<file path="src/rtl/dram_ctrl_pkg.sv">
package dram_ctrl_pkg;

    // Sequencer phase of one memory cycle
    typedef enum logic [1:0] {
        SEQ_IDLE   = 2'd0,
        SEQ_SETUP  = 2'd1,
        SEQ_ACTIVE = 2'd2
    } seq_state_e;

    // Round a nanosecond limit up to whole clock cycles
    function automatic int ns_to_cycles(input int ns, input int clk_ns);
        return (ns + clk_ns - 1) / clk_ns;
    endfunction

    function automatic int max2(input int a, input int b);
        return (a > b) ? a : b;
    endfunction

endpackage

</file>
<file path="src/rtl/dram_phase_cnt.sv">
// Counts cycles since the last row strobe fall.
// Restart loads zero; otherwise it counts up and saturates at all ones.
// Reset leaves it saturated, so the first access is never held back.
module dram_phase_cnt #(
    parameter int CNT_W = 5
) (
    input  logic             clk,
    input  logic             rst_n,
    input  logic             restart,
    output logic [CNT_W-1:0] count
);
    localparam logic [CNT_W-1:0] CNT_MAX = '1;

    // Saturating phase count, zeroed at each row strobe fall
    always_ff @(posedge clk) begin
        if (!rst_n)            count <= CNT_MAX;
        else if (restart)      count <= '0;
        else if (count != CNT_MAX) count <= count + 1'b1;
    end
endmodule

</file>
<file path="src/rtl/dram_refresh_sched.sv">
// Raises a refresh request every INTERVAL cycles and holds it until
// the sequencer grants it. It also keeps the row to refresh next,
// which starts at zero and wraps after the last row.
// Assumes a grant never lags by more than one interval.
module dram_refresh_sched #(
    parameter int ROW_W    = 9,
    parameter int INTERVAL = 1562
) (
    input  logic             clk,
    input  logic             rst_n,
    input  logic             grant,
    output logic             pending,
    output logic [ROW_W-1:0] row
);
    localparam int TMR_W = $clog2(INTERVAL + 1);
    localparam logic [TMR_W-1:0] TMR_LAST = TMR_W'(INTERVAL - 1);

    logic [TMR_W-1:0] tmr;
    logic             tick;

    // Interval tick on the last count
    always_comb tick = (tmr == TMR_LAST);

    // Free-running interval timer
    always_ff @(posedge clk) begin
        if (!rst_n)    tmr <= '0;
        else if (tick) tmr <= '0;
        else           tmr <= tmr + 1'b1;
    end

    // Pending flag: set by tick, cleared by grant
    always_ff @(posedge clk) begin
        if (!rst_n)     pending <= 1'b0;
        else if (tick)  pending <= 1'b1;
        else if (grant) pending <= 1'b0;
    end

    // Next-row pointer, advanced on each granted refresh
    always_ff @(posedge clk) begin
        if (!rst_n)     row <= '0;
        else if (grant) row <= row + 1'b1;
    end
endmodule

</file>
<file path="src/rtl/dram_seq.sv">
// Access sequencer. Every pin output is registered.
// Timeline, with phase 0 being the first cycle of a low row strobe:
//   setup cycle : row (or refresh row) on the pins, strobes high
//   phase 0 end : column on the pins; write enable + data, or output enable
//   phase RCD-1 : column strobe falls (not for refresh)
//   phase KD    : all strobes rise, read byte captured, response pulsed
// A new row strobe fall waits until GAP cycles after the previous one.
// Assumes RCD_CYC >= 2 and KD_CYC >= RCD_CYC + 1.
module dram_seq
    import dram_ctrl_pkg::*;
#(
    parameter int ROW_W   = 9,
    parameter int COL_W   = 9,
    parameter int DATA_W  = 8,
    parameter int PIN_W   = 9,
    parameter int CNT_W   = 5,
    parameter int RCD_CYC = 2,
    parameter int KD_CYC  = 6,
    parameter int GAP_CYC = 11
) (
    input  logic                    clk,
    input  logic                    rst_n,
    input  logic                    req_valid,
    output logic                    req_ready,
    input  logic                    req_write,
    input  logic [ROW_W+COL_W-1:0]  req_addr,
    input  logic [DATA_W-1:0]       req_wdata,
    input  logic                    ref_pending,
    input  logic [ROW_W-1:0]        ref_row,
    output logic                    ref_grant,
    input  logic [CNT_W-1:0]        phase,
    output logic                    phase_restart,
    output logic [PIN_W-1:0]        pin_a,
    output logic                    ras_n,
    output logic                    cas_n,
    output logic                    we_n,
    output logic                    oe_n,
    output logic [DATA_W-1:0]       dq_out,
    output logic                    dq_oe,
    input  logic [DATA_W-1:0]       dq_in,
    output logic                    rsp_valid,
    output logic [DATA_W-1:0]       rsp_rdata
);
    localparam int ADDR_W = ROW_W + COL_W;
    localparam logic [CNT_W-1:0] GAP_OK_AT = CNT_W'(GAP_CYC - 2);
    localparam logic [CNT_W-1:0] CAS_AT    = CNT_W'(RCD_CYC - 1);
    localparam logic [CNT_W-1:0] END_AT    = CNT_W'(KD_CYC);

    seq_state_e       state;
    logic             is_ref;
    logic             is_wr;
    logic [COL_W-1:0] col_q;
    logic             gap_ok;
    logic             idle;

    // Launch conditions: idle and far enough from the last row fall
    always_comb begin
        idle          = (state == SEQ_IDLE);
        gap_ok        = (phase >= GAP_OK_AT);
        ref_grant     = idle && gap_ok && ref_pending;
        req_ready     = idle && gap_ok && !ref_pending;
        phase_restart = (state == SEQ_SETUP);
    end

    // Access state machine and registered pin drivers
    always_ff @(posedge clk) begin
        if (!rst_n) begin
            state     <= SEQ_IDLE;
            is_ref    <= 1'b0;
            is_wr     <= 1'b0;
            col_q     <= '0;
            pin_a     <= '0;
            ras_n     <= 1'b1;
            cas_n     <= 1'b1;
            we_n      <= 1'b1;
            oe_n      <= 1'b1;
            dq_out    <= '0;
            dq_oe     <= 1'b0;
            rsp_valid <= 1'b0;
            rsp_rdata <= '0;
        end else begin
            rsp_valid <= 1'b0;
            case (state)
                SEQ_IDLE: begin
                    if (ref_grant) begin
                        is_ref <= 1'b1;
                        is_wr  <= 1'b0;
                        pin_a  <= PIN_W'(ref_row);
                        state  <= SEQ_SETUP;
                    end else if (req_valid && req_ready) begin
                        is_ref <= 1'b0;
                        is_wr  <= req_write;
                        col_q  <= req_addr[COL_W-1:0];
                        dq_out <= req_wdata;
                        pin_a  <= PIN_W'(req_addr[ADDR_W-1:COL_W]);
                        state  <= SEQ_SETUP;
                    end
                end
                SEQ_SETUP: begin
                    ras_n <= 1'b0;
                    state <= SEQ_ACTIVE;
                end
                SEQ_ACTIVE: begin
                    if (phase == '0 && !is_ref) begin
                        pin_a <= PIN_W'(col_q);
                        if (is_wr) begin
                            we_n  <= 1'b0;
                            dq_oe <= 1'b1;
                        end else begin
                            oe_n  <= 1'b0;
                        end
                    end
                    if (phase == CAS_AT && !is_ref) cas_n <= 1'b0;
                    if (phase == END_AT) begin
                        ras_n     <= 1'b1;
                        cas_n     <= 1'b1;
                        we_n      <= 1'b1;
                        oe_n      <= 1'b1;
                        dq_oe     <= 1'b0;
                        rsp_valid <= !is_ref;
                        if (!is_ref && !is_wr) rsp_rdata <= dq_in;
                        state     <= SEQ_IDLE;
                    end
                end
                default: state <= SEQ_IDLE;
            endcase
        end
    end
endmodule

</file>
<file path="src/rtl/dram_ctrl.sv">
// Controller for an asynchronous DRAM with multiplexed address pins.
// It converts nanosecond limits into cycle counts at CLK_NS and wires
// the phase counter, the refresh scheduler and the sequencer together.
// The data pins are exposed as out/enable/in for a pad-level tristate.
module dram_ctrl
    import dram_ctrl_pkg::*;
#(
    parameter int CLK_NS        = 10,
    parameter int ROW_W         = 9,
    parameter int COL_W         = 9,
    parameter int DATA_W        = 8,
    parameter int RC_NS         = 110,
    parameter int RAC_NS        = 60,
    parameter int CAC_NS        = 15,
    parameter int PC_NS         = 35,
    parameter int RCD_CYC       = 2,
    parameter int REF_WINDOW_NS = 8_000_000,
    localparam int ADDR_W       = ROW_W + COL_W,
    localparam int PIN_W        = (ROW_W > COL_W) ? ROW_W : COL_W
) (
    input  logic              clk,
    input  logic              rst_n,
    input  logic              req_valid,
    output logic              req_ready,
    input  logic              req_write,
    input  logic [ADDR_W-1:0] req_addr,
    input  logic [DATA_W-1:0] req_wdata,
    output logic              rsp_valid,
    output logic [DATA_W-1:0] rsp_rdata,
    output logic [PIN_W-1:0]  dram_a,
    output logic              dram_ras_n,
    output logic              dram_cas_n,
    output logic              dram_we_n,
    output logic              dram_oe_n,
    output logic [DATA_W-1:0] dram_dq_out,
    output logic              dram_dq_oe,
    input  logic [DATA_W-1:0] dram_dq_in
);
    localparam int RC_CYC  = ns_to_cycles(RC_NS, CLK_NS);
    localparam int RAC_CYC = ns_to_cycles(RAC_NS, CLK_NS);
    localparam int CAC_CYC = ns_to_cycles(CAC_NS, CLK_NS);
    localparam int PC_CYC  = ns_to_cycles(PC_NS, CLK_NS);
    localparam int GAP_CYC = max2(max2(RC_CYC, PC_CYC), RCD_CYC + 4);
    localparam int KD_CYC  = max2(RAC_CYC, RCD_CYC + CAC_CYC);
    localparam int ROWS    = 1 << ROW_W;
    localparam int REF_INT = REF_WINDOW_NS / (CLK_NS * ROWS);
    localparam int CNT_W   = $clog2(GAP_CYC + KD_CYC + 2);

    logic [CNT_W-1:0] phase;
    logic             phase_restart;
    logic             ref_pending;
    logic             ref_grant;
    logic [ROW_W-1:0] ref_row;

    dram_phase_cnt #(.CNT_W(CNT_W)) u_phase (
        .clk     (clk),
        .rst_n   (rst_n),
        .restart (phase_restart),
        .count   (phase)
    );

    dram_refresh_sched #(.ROW_W(ROW_W), .INTERVAL(REF_INT)) u_refresh (
        .clk     (clk),
        .rst_n   (rst_n),
        .grant   (ref_grant),
        .pending (ref_pending),
        .row     (ref_row)
    );

    dram_seq #(
        .ROW_W   (ROW_W),
        .COL_W   (COL_W),
        .DATA_W  (DATA_W),
        .PIN_W   (PIN_W),
        .CNT_W   (CNT_W),
        .RCD_CYC (RCD_CYC),
        .KD_CYC  (KD_CYC),
        .GAP_CYC (GAP_CYC)
    ) u_seq (
        .clk           (clk),
        .rst_n         (rst_n),
        .req_valid     (req_valid),
        .req_ready     (req_ready),
        .req_write     (req_write),
        .req_addr      (req_addr),
        .req_wdata     (req_wdata),
        .ref_pending   (ref_pending),
        .ref_row       (ref_row),
        .ref_grant     (ref_grant),
        .phase         (phase),
        .phase_restart (phase_restart),
        .pin_a         (dram_a),
        .ras_n         (dram_ras_n),
        .cas_n         (dram_cas_n),
        .we_n          (dram_we_n),
        .oe_n          (dram_oe_n),
        .dq_out        (dram_dq_out),
        .dq_oe         (dram_dq_oe),
        .dq_in         (dram_dq_in),
        .rsp_valid     (rsp_valid),
        .rsp_rdata     (rsp_rdata)
    );
endmodule

</file>
<file path="config.mk">
export PLATFORM = sky130hd
export DESIGN_NAME = dram_ctrl
export DESIGN_NICKNAME = d
export VERILOG_FILES = /design/src/rtl/dram_ctrl_pkg.sv /design/src/rtl/dram_phase_cnt.sv /design/src/rtl/dram_refresh_sched.sv /design/src/rtl/dram_seq.sv /design/src/rtl/dram_ctrl.sv
export SDC_FILE = /design/constraint.sdc
export NUM_CORES = 1
export LEC_CHECK = 0
export BUFFER_PORTS_ARGS = -buffer_cell sky130_fd_sc_hd__buf_4
export CORE_MARGIN = 10
export CORE_UTILIZATION = 58
export CTS_CLUSTER_DIAMETER = 120
export DETAILED_ROUTE_END_ITERATION = 8
export GPL_TIMING_DRIVEN = 0
export PLACE_DENSITY = 0.85
export SYNTH_ARGS = -nofsm -noshare
export SYNTH_HDL_FRONTEND = slang
export SYNTH_SLANG_ARGS = --single-unit
</file>
<file path="constraint.sdc">
create_clock -name clk -period 5.88 [get_ports clk]
set_clock_uncertainty 0.1 [all_clocks]
set_input_delay 0.294 -clock clk [delete_from_list [all_inputs] [get_ports clk]]
set_output_delay 0.294 -clock clk [all_outputs]
set_load 0.01 [all_outputs]
</file>
==> flow_summary.json, run 1 <==
{
  "htreeDepth": 3,
  "max_slew_margin_pct": 50.35,
  "critical_path_required_ps": 5490,
  "drv_cap": 0,
  "num_vias": 2677,
  "syn_nets": 372,
  "endpoint_kind": "primary output",
  "syn_area_per_cell_um2": 9.538,
  "stdcell_count": 481,
  "fin_crit_sh_pct": 45.22,
  "start_kind": "flop",
  "io_buffers": 69,
  "die_x_um": 93.22,
  "ctsHoldBuffers": 0,
  "met3_usage_pct": 5.036,
  "dp_hpwl_um": 5760,
  "synth_xor_area_share_pct": 4.789,
  "hold_class": "input pin to flop",
  "cts.root.buffer_cell": "clkbuf_8",
  "slew_viol_final": 0,
  "dp_slack_ps": 3588,
  "first_pass_iters": 4,
  "yosys_warnings": 0,
  "synthAdderAreaFrac_pct": 3.219,
  "max_slew.worst_pin.slew_ps": 739.3,
  "totalWireLength_um": 7819,
  "clk_latency_ps": 340,
  "io_pins": 70,
  "clkTransAtPathRegs_ps": 80,
  "via_per_inst": 5.565,
  "grt_max_degree": 14,
  "drc": 0,
  "grt_pass1_vias": 2731,
  "die_y_um": 93.22,
  "layout_common_cells": "71 x buf_4, 70 x dfxtp_1, 31 x nor2_1, 30 x nand2_1, 25 x o21ai_0",
  "ctsResizeCount": 0,
  "setup_ws_ps": 3221,
  "leakage_nw": 1.582,
  "core-area_um2": 5140,
  "hold_viol": 0,
  "synth_area_um2": 3109,
  "ant_nets": 0,
  "vdd_drop_max_mv": 0.2233,
  "globalplace.congestion": 0.8315,
  "start_util_pct": 60.49,
  "die_area_um2": 8689,
  "rows": 26,
  "gr-total-overflow": 0,
  "power_w": 0.001274,
  "max_freq_ghz": 0.3761,
  "initialDrtViolationCount": 147,
  "synth_cells": 326,
  "final.min_clock_period_ps": 2659,
  "status": "complete, no violations",
  "power-per-cell-area_nw_per_um2": 323.6,
  "setup-violations-final": 0,
  "track_usage_pct": 18.28,
  "clk_path_buf_depth": 2,
  "antenna_cells": 0,
  "synth-compound-area-share_pct": 16.50,
  "crit_fanout": 7,
  "path_class": "flop to primary output",
  "cts_setup_buffers": 0,
  "ys_seq_area_share_pct": 45.07,
  "grt_pass1_wl_um": 13000,
  "cts_made_buffers": 9,
  "use_met1_pct": 21.19,
  "wl_per_cell_um": 16.26,
  "layout-drive-gt1-share_pct": 29.44,
  "place_inst": 465,
  "cts_tree": "built",
  "synth_mux_area_share_pct": 4.225,
  "nets": 452,
  "rsz0062_at_grt": "false",
  "ys_ff_latch": 70,
  "synth.distinct_cells": 50,
  "grt_use_met2_pct": 30.37,
  "antenna_found_initial": 0,
  "area_growth_pct": 26.60,
  "grt_busiest_layer": "met2",
  "synth_simple_gate_area_share_pct": 22.29,
  "finalSetupTns_ps": 0,
  "final_common_cell": "buf_4",
  "clock-sinks": 70,
  "crit_arrival_ps": 2260,
  "synth_top_family_by_area": "simple AND/OR/NAND/NOR gates",
  "post-route-util_pct": 76.58
}
[metrics by stage]
stage / hold slack [ps] / instance area [um2]
global route: 104.6 / 3936
CTS: 89.84 / 3936
finish: 90.55 / 3936
global placement: 337.4 / 3715
floorplan: 326.6 / 3109
detailed placement: 345.2 / 3715
[synthesized netlist by cell type (all sizes together)]
master   instances  share of area [%]
mux2             1               0.36
and2             1               0.20
nor3b            1               0.60
nand3           23                3.7
buf              7                1.7
o21ai           27                4.7
nand2b           3               0.60
or2             11                2.2
nor2b            3               0.60
and3             3               0.60
o211ai           3               0.72
a21oi            6               0.97
clkbuf           9                1.1
or4              3               0.72
nor2            31                3.7
mux2i           12                3.9
and4             2               0.56
o221a            8                2.9
nor4             3                1.6
xor2             8                2.3
o41a             1               0.68
inv              9                1.1
xnor2            9                2.5
ha               8                3.2
a21o             4               0.97
nand3b           1               0.24
nor3             6                1.1
nand4            4               0.80
nand2           30                3.6
nand4b           1               0.28
a32o             8                2.6
o31ai            1               0.24
or3              1               0.20
o221ai           1               0.28
o311ai           1               0.28
a2111oi          1               0.48
o2111ai          2                1.1
o2bb2ai          1               0.28
nand4bb          1               0.89
o41ai            1               0.28
dfxtp           70                 45
[per-layer routing]
metal / share of wire (%) / vias up
met5: 0 / -
met4: 2.2 / 0
met3: 6.7 / 15
met2: 50 / 84
met1: 41 / 1254
li1: - / 1324
[registers in the layout (all words and copies together), names as in the netlist]
register           count
u_seq.rsp_rdata        8
u_seq.dq_oe            1
u_seq.col_q            9
u_seq.we_n             1
u_seq.is_wr            1
u_phase.count          5
u_refresh.pending      1
u_seq.oe_n             1
u_seq.cas_n            1
u_seq.dq_out           8
u_seq.pin_a            9
u_seq.state            2
u_refresh.tmr         11
u_seq.rsp_valid        1
u_refresh.row          9
u_seq.is_ref           1
u_seq.ras_n            1
[logic make-up after synthesis]
group	Yosys count
simple gates	128
compound gates	65
xor+xnor	17
mux	13
fa+ha+maj	8
flops	70
buf+inv	25
[power breakdown]
part | leakage, nW | internal [W] | switching (W)
Combinational | 0.906 | 0.000133 | 0.000145
Clock | 0.106 | 0.000240 | 0.000186
Sequential | 0.571 | 0.000516 | 0.0000534
Total | 1.58 | 0.000889 | 0.000384
[path summary, 6_finish.rpt]
check / from / to / slack, ps / depth (start not counted)
max: u_phase.count[1]$_SDFFE_PN1P_ / req_ready / 3220 / 6
min: dram_dq_in[7] / u_seq.rsp_rdata[7]$_SDFFE_PN0P_ / 90 / 3
max reg2reg: u_phase.count[1]$_SDFFE_PN1P_ / u_seq.pin_a[3]$_SDFFE_PN0P_ / 3560 / 6
min reg2reg: u_seq.cas_n$_SDFFE_PN1P_ / u_seq.cas_n$_SDFFE_PN1P_ / 360 / 1
[area by class of cell]
cell class                 instances  area [um2]
timing repair buffer              69       518.0
clock inverter                     7       97.59
tap                               70       87.58
fill                             381        1204
multi-input combinational        231        1587
clock buffer                       9       123.9
sequential                        70        1401
buffer                            16       87.58
inverter                           9       33.78
[critical path: stages (launching register included)]
cell	delay, ps
dfxtp_1	510
inv_1	120
ha_1	270
o41a_4	440
o21ai_0	350
nor2_1	90
buf_4	160
No activity file was read; power rests on OpenSTA's default activity.
==> inputs of run 2 (changes only) <==
CORE_UTILIZATION = 48   (was 58)
PLACE_DENSITY = 0.75   (was 0.85)
clock period = 2.16 ns   (was 5.88 ns; I/O delays follow)
==> run 2 against run 1 <==
Against the previous run:
- final cell count grew 9.4%
- critical path type unchanged
- core utilization shrank 7.8 points
- critical endpoint unchanged
- routed wire length grew 7.3%
- largest power group unchanged
==> flow_summary.json, run 2 (synthesis gave the netlist of run 1 again) <==
{
  "status": "complete, no violations",
  "core-area_um2": 6314,
  "endpoint_kind": "primary output",
  "grt_pass1_vias": 2793,
  "layout_common_cells": "81 x buf_4, 68 x dfxtp_1, 30 x nor2_1, 30 x nand2_1, 27 x dlygate4sd3_1",
  "largest_register": "u_refresh.tmr",
  "leakage_nw": 1.742,
  "cp_slowest_cell": "o41a_4",
  "grt_use_met2_pct": 25.91,
  "layout-drive-gt1-share_pct": 30.49,
  "wl_per_cell_um": 15.95,
  "via_per_inst": 5.394,
  "crit_start": "u_phase.count[1]$_SDFFE_PN1P_",
  "cts_tree": "built",
  "num_vias": 2837,
  "ff2ff_path_depth": 7,
  "use_met1_pct": 18.87,
  "hold_viol": 0,
  "final.min_clock_period_ps": 2081,
  "track_usage_pct": 16.19,
  "vdd_drop_max_mv": 0.5311,
  "hold_depth": 3,
  "grt_max_degree": 13,
  "cts_made_buffers": 9,
  "die_area_um2": 10100,
  "power_w": 0.003711,
  "clkTransAtPathRegs_ps": 80,
  "rsz0062_at_grt": "false",
  "drv_cap": 0,
  "r2r_end": "u_seq.col_q[5]$_SDFFE_PN0P_",
  "post-route-util_pct": 68.81,
  "clock-sinks": 70,
  "io_pins": 70,
  "hold_class": "input pin to flop",
  "path_class": "flop to primary output",
  "critPathMaxStageDelay_ps": 520,
  "globalplace.congestion": 0.8316,
  "cts.root.buffer_cell": "clkbuf_8",
  "rows": 29,
  "min_to": "u_seq.state[0]$_SDFFE_PN0P_",
  "antenna_found_initial": 1,
  "setup-violations-final": 0,
  "max_freq_ghz": 0.4805,
  "crit_fanout": 5,
  "final_common_cell": "buf_4",
  "io_buffers": 69,
  "initialDrtViolationCount": 142,
  "clk_latency_ps": 350,
  "fin_crit_sh_pct": 96.36,
  "clk_path_buf_depth": 2,
  "drc": 0,
  "start_util_pct": 49.25,
  "first_pass_iters": 5,
  "totalWireLength_um": 8391,
  "slew_viol_final": 0,
  "crit_arrival_ps": 1870,
  "finalSetupTns_ps": 0,
  "dp_hpwl_um": 5692,
  "die_y_um": 100.5,
  "critical_path_required_ps": 1950,
  "rrSetupSlack_ps": 100,
  "reg2reg_from": "u_phase.count[1]$_SDFFE_PN1P_",
  "start_kind": "flop",
  "hold_path.startpoint": "rst_n",
  "ant_nets": 0,
  "die_x_um": 100.5,
  "power-per-cell-area_nw_per_um2": 854.1,
  "whs_ps": 29.17,
  "htreeDepth": 3,
  "path_cells": "inv_2 -> ha_4 -> o41a_4 -> o21ai_4 -> nor2_2 -> buf_4",
  "met3_usage_pct": 5.144,
  "grt_pass1_wl_um": 13260,
  "max_slew_margin_pct": 49.68,
  "largest_reg_flops": 11,
  "area_growth_pct": 39.72,
  "nets": 488,
  "max_slew.worst_pin.slew_ps": 749.1,
  "grt_busiest_layer": "met2",
  "gr-total-overflow": 0
}
[run 2: cell types whose count changed in the layout (fill, tap and decap cells not counted), moves of 2 or more]
cell	delta
buf_4	+10
dlygate4sd3_1	+27
dfxtp_1	-2
diode_2	+3
[run 2: how the worst max path moves through the flow]
stage / endpoint / slack, ps / cells after the start
2_1_floorplan: u_seq.col_q[7]$_SDFFE_PN0P_ / 140 / 6
3_3_place_gp: u_seq.dq_out[0]$_SDFFE_PN0P_ / -80 / 6
3_5_place_dp: u_seq.dq_out[4]$_SDFFE_PN0P_ / -120 / 6
4_1_cts: req_ready / 20 / 6
5_1_grt: req_ready / 20 / 6
6_report: req_ready / 80 / 6
[run 2: area by class of cell]
class                      instances  area [um2]
fill                             494        1969
clock inverter                     6       111.4
inverter                           9       33.78
buffer                            16       90.09
timing repair buffer             105       855.8
clock buffer                       9       123.9
antenna                            3       7.507
sequential                        70        1406
multi-input combinational        231        1619
tap                               77       96.34
[run 2: layer usage]
metal  share of wire [%]  vias up
met5                   0        -
met4                 1.8        0
met3                 6.0       13
met2                  50       84
met1                  43     1337
li1                    -     1403
[run 2: timing repair]
action                                  in CTS  in global routing
hold buffers                                27                  0
hold endpoints to repair                    27                  0
endpoints found under the setup margin      31                 26
setup buffers                                0                  9
resized for setup                            4                 10
pin swaps                                    0                  4
[run 2: report_power, final]
group	leakage, nW	total, W	switching, W	internal (W)
Combinational	1.06	0.000904	0.000441	0.000462
Clock	0.115	0.00125	0.000494	0.000760
Sequential	0.571	0.00155	0.000139	0.00141
[run 2: critical path, delay by kind of cell (launching register included)]
| family | cells | cell delay (ps) |
|---|---|---|
| compound gates | 2 | 720 |
| buf+inv | 2 | 200 |
| flops | 1 | 370 |
| simple gates | 1 | 60 |
| fa+ha+maj | 1 | 170 |
[run 2: metrics by stage]
| step | cell area, um2 | setup WS (ps) | instances |
|---|---|---|---|
| floorplan | 3109 | 139.6 | 326 |
| global placement | 3724 | -82.90 | 472 |
| detailed placement | 3724 | -119.6 | 472 |
| CTS | 4237 | 15.08 | 514 |
| global route | 4339 | 19.04 | 524 |
| finish | 4344 | 78.70 | 526 |
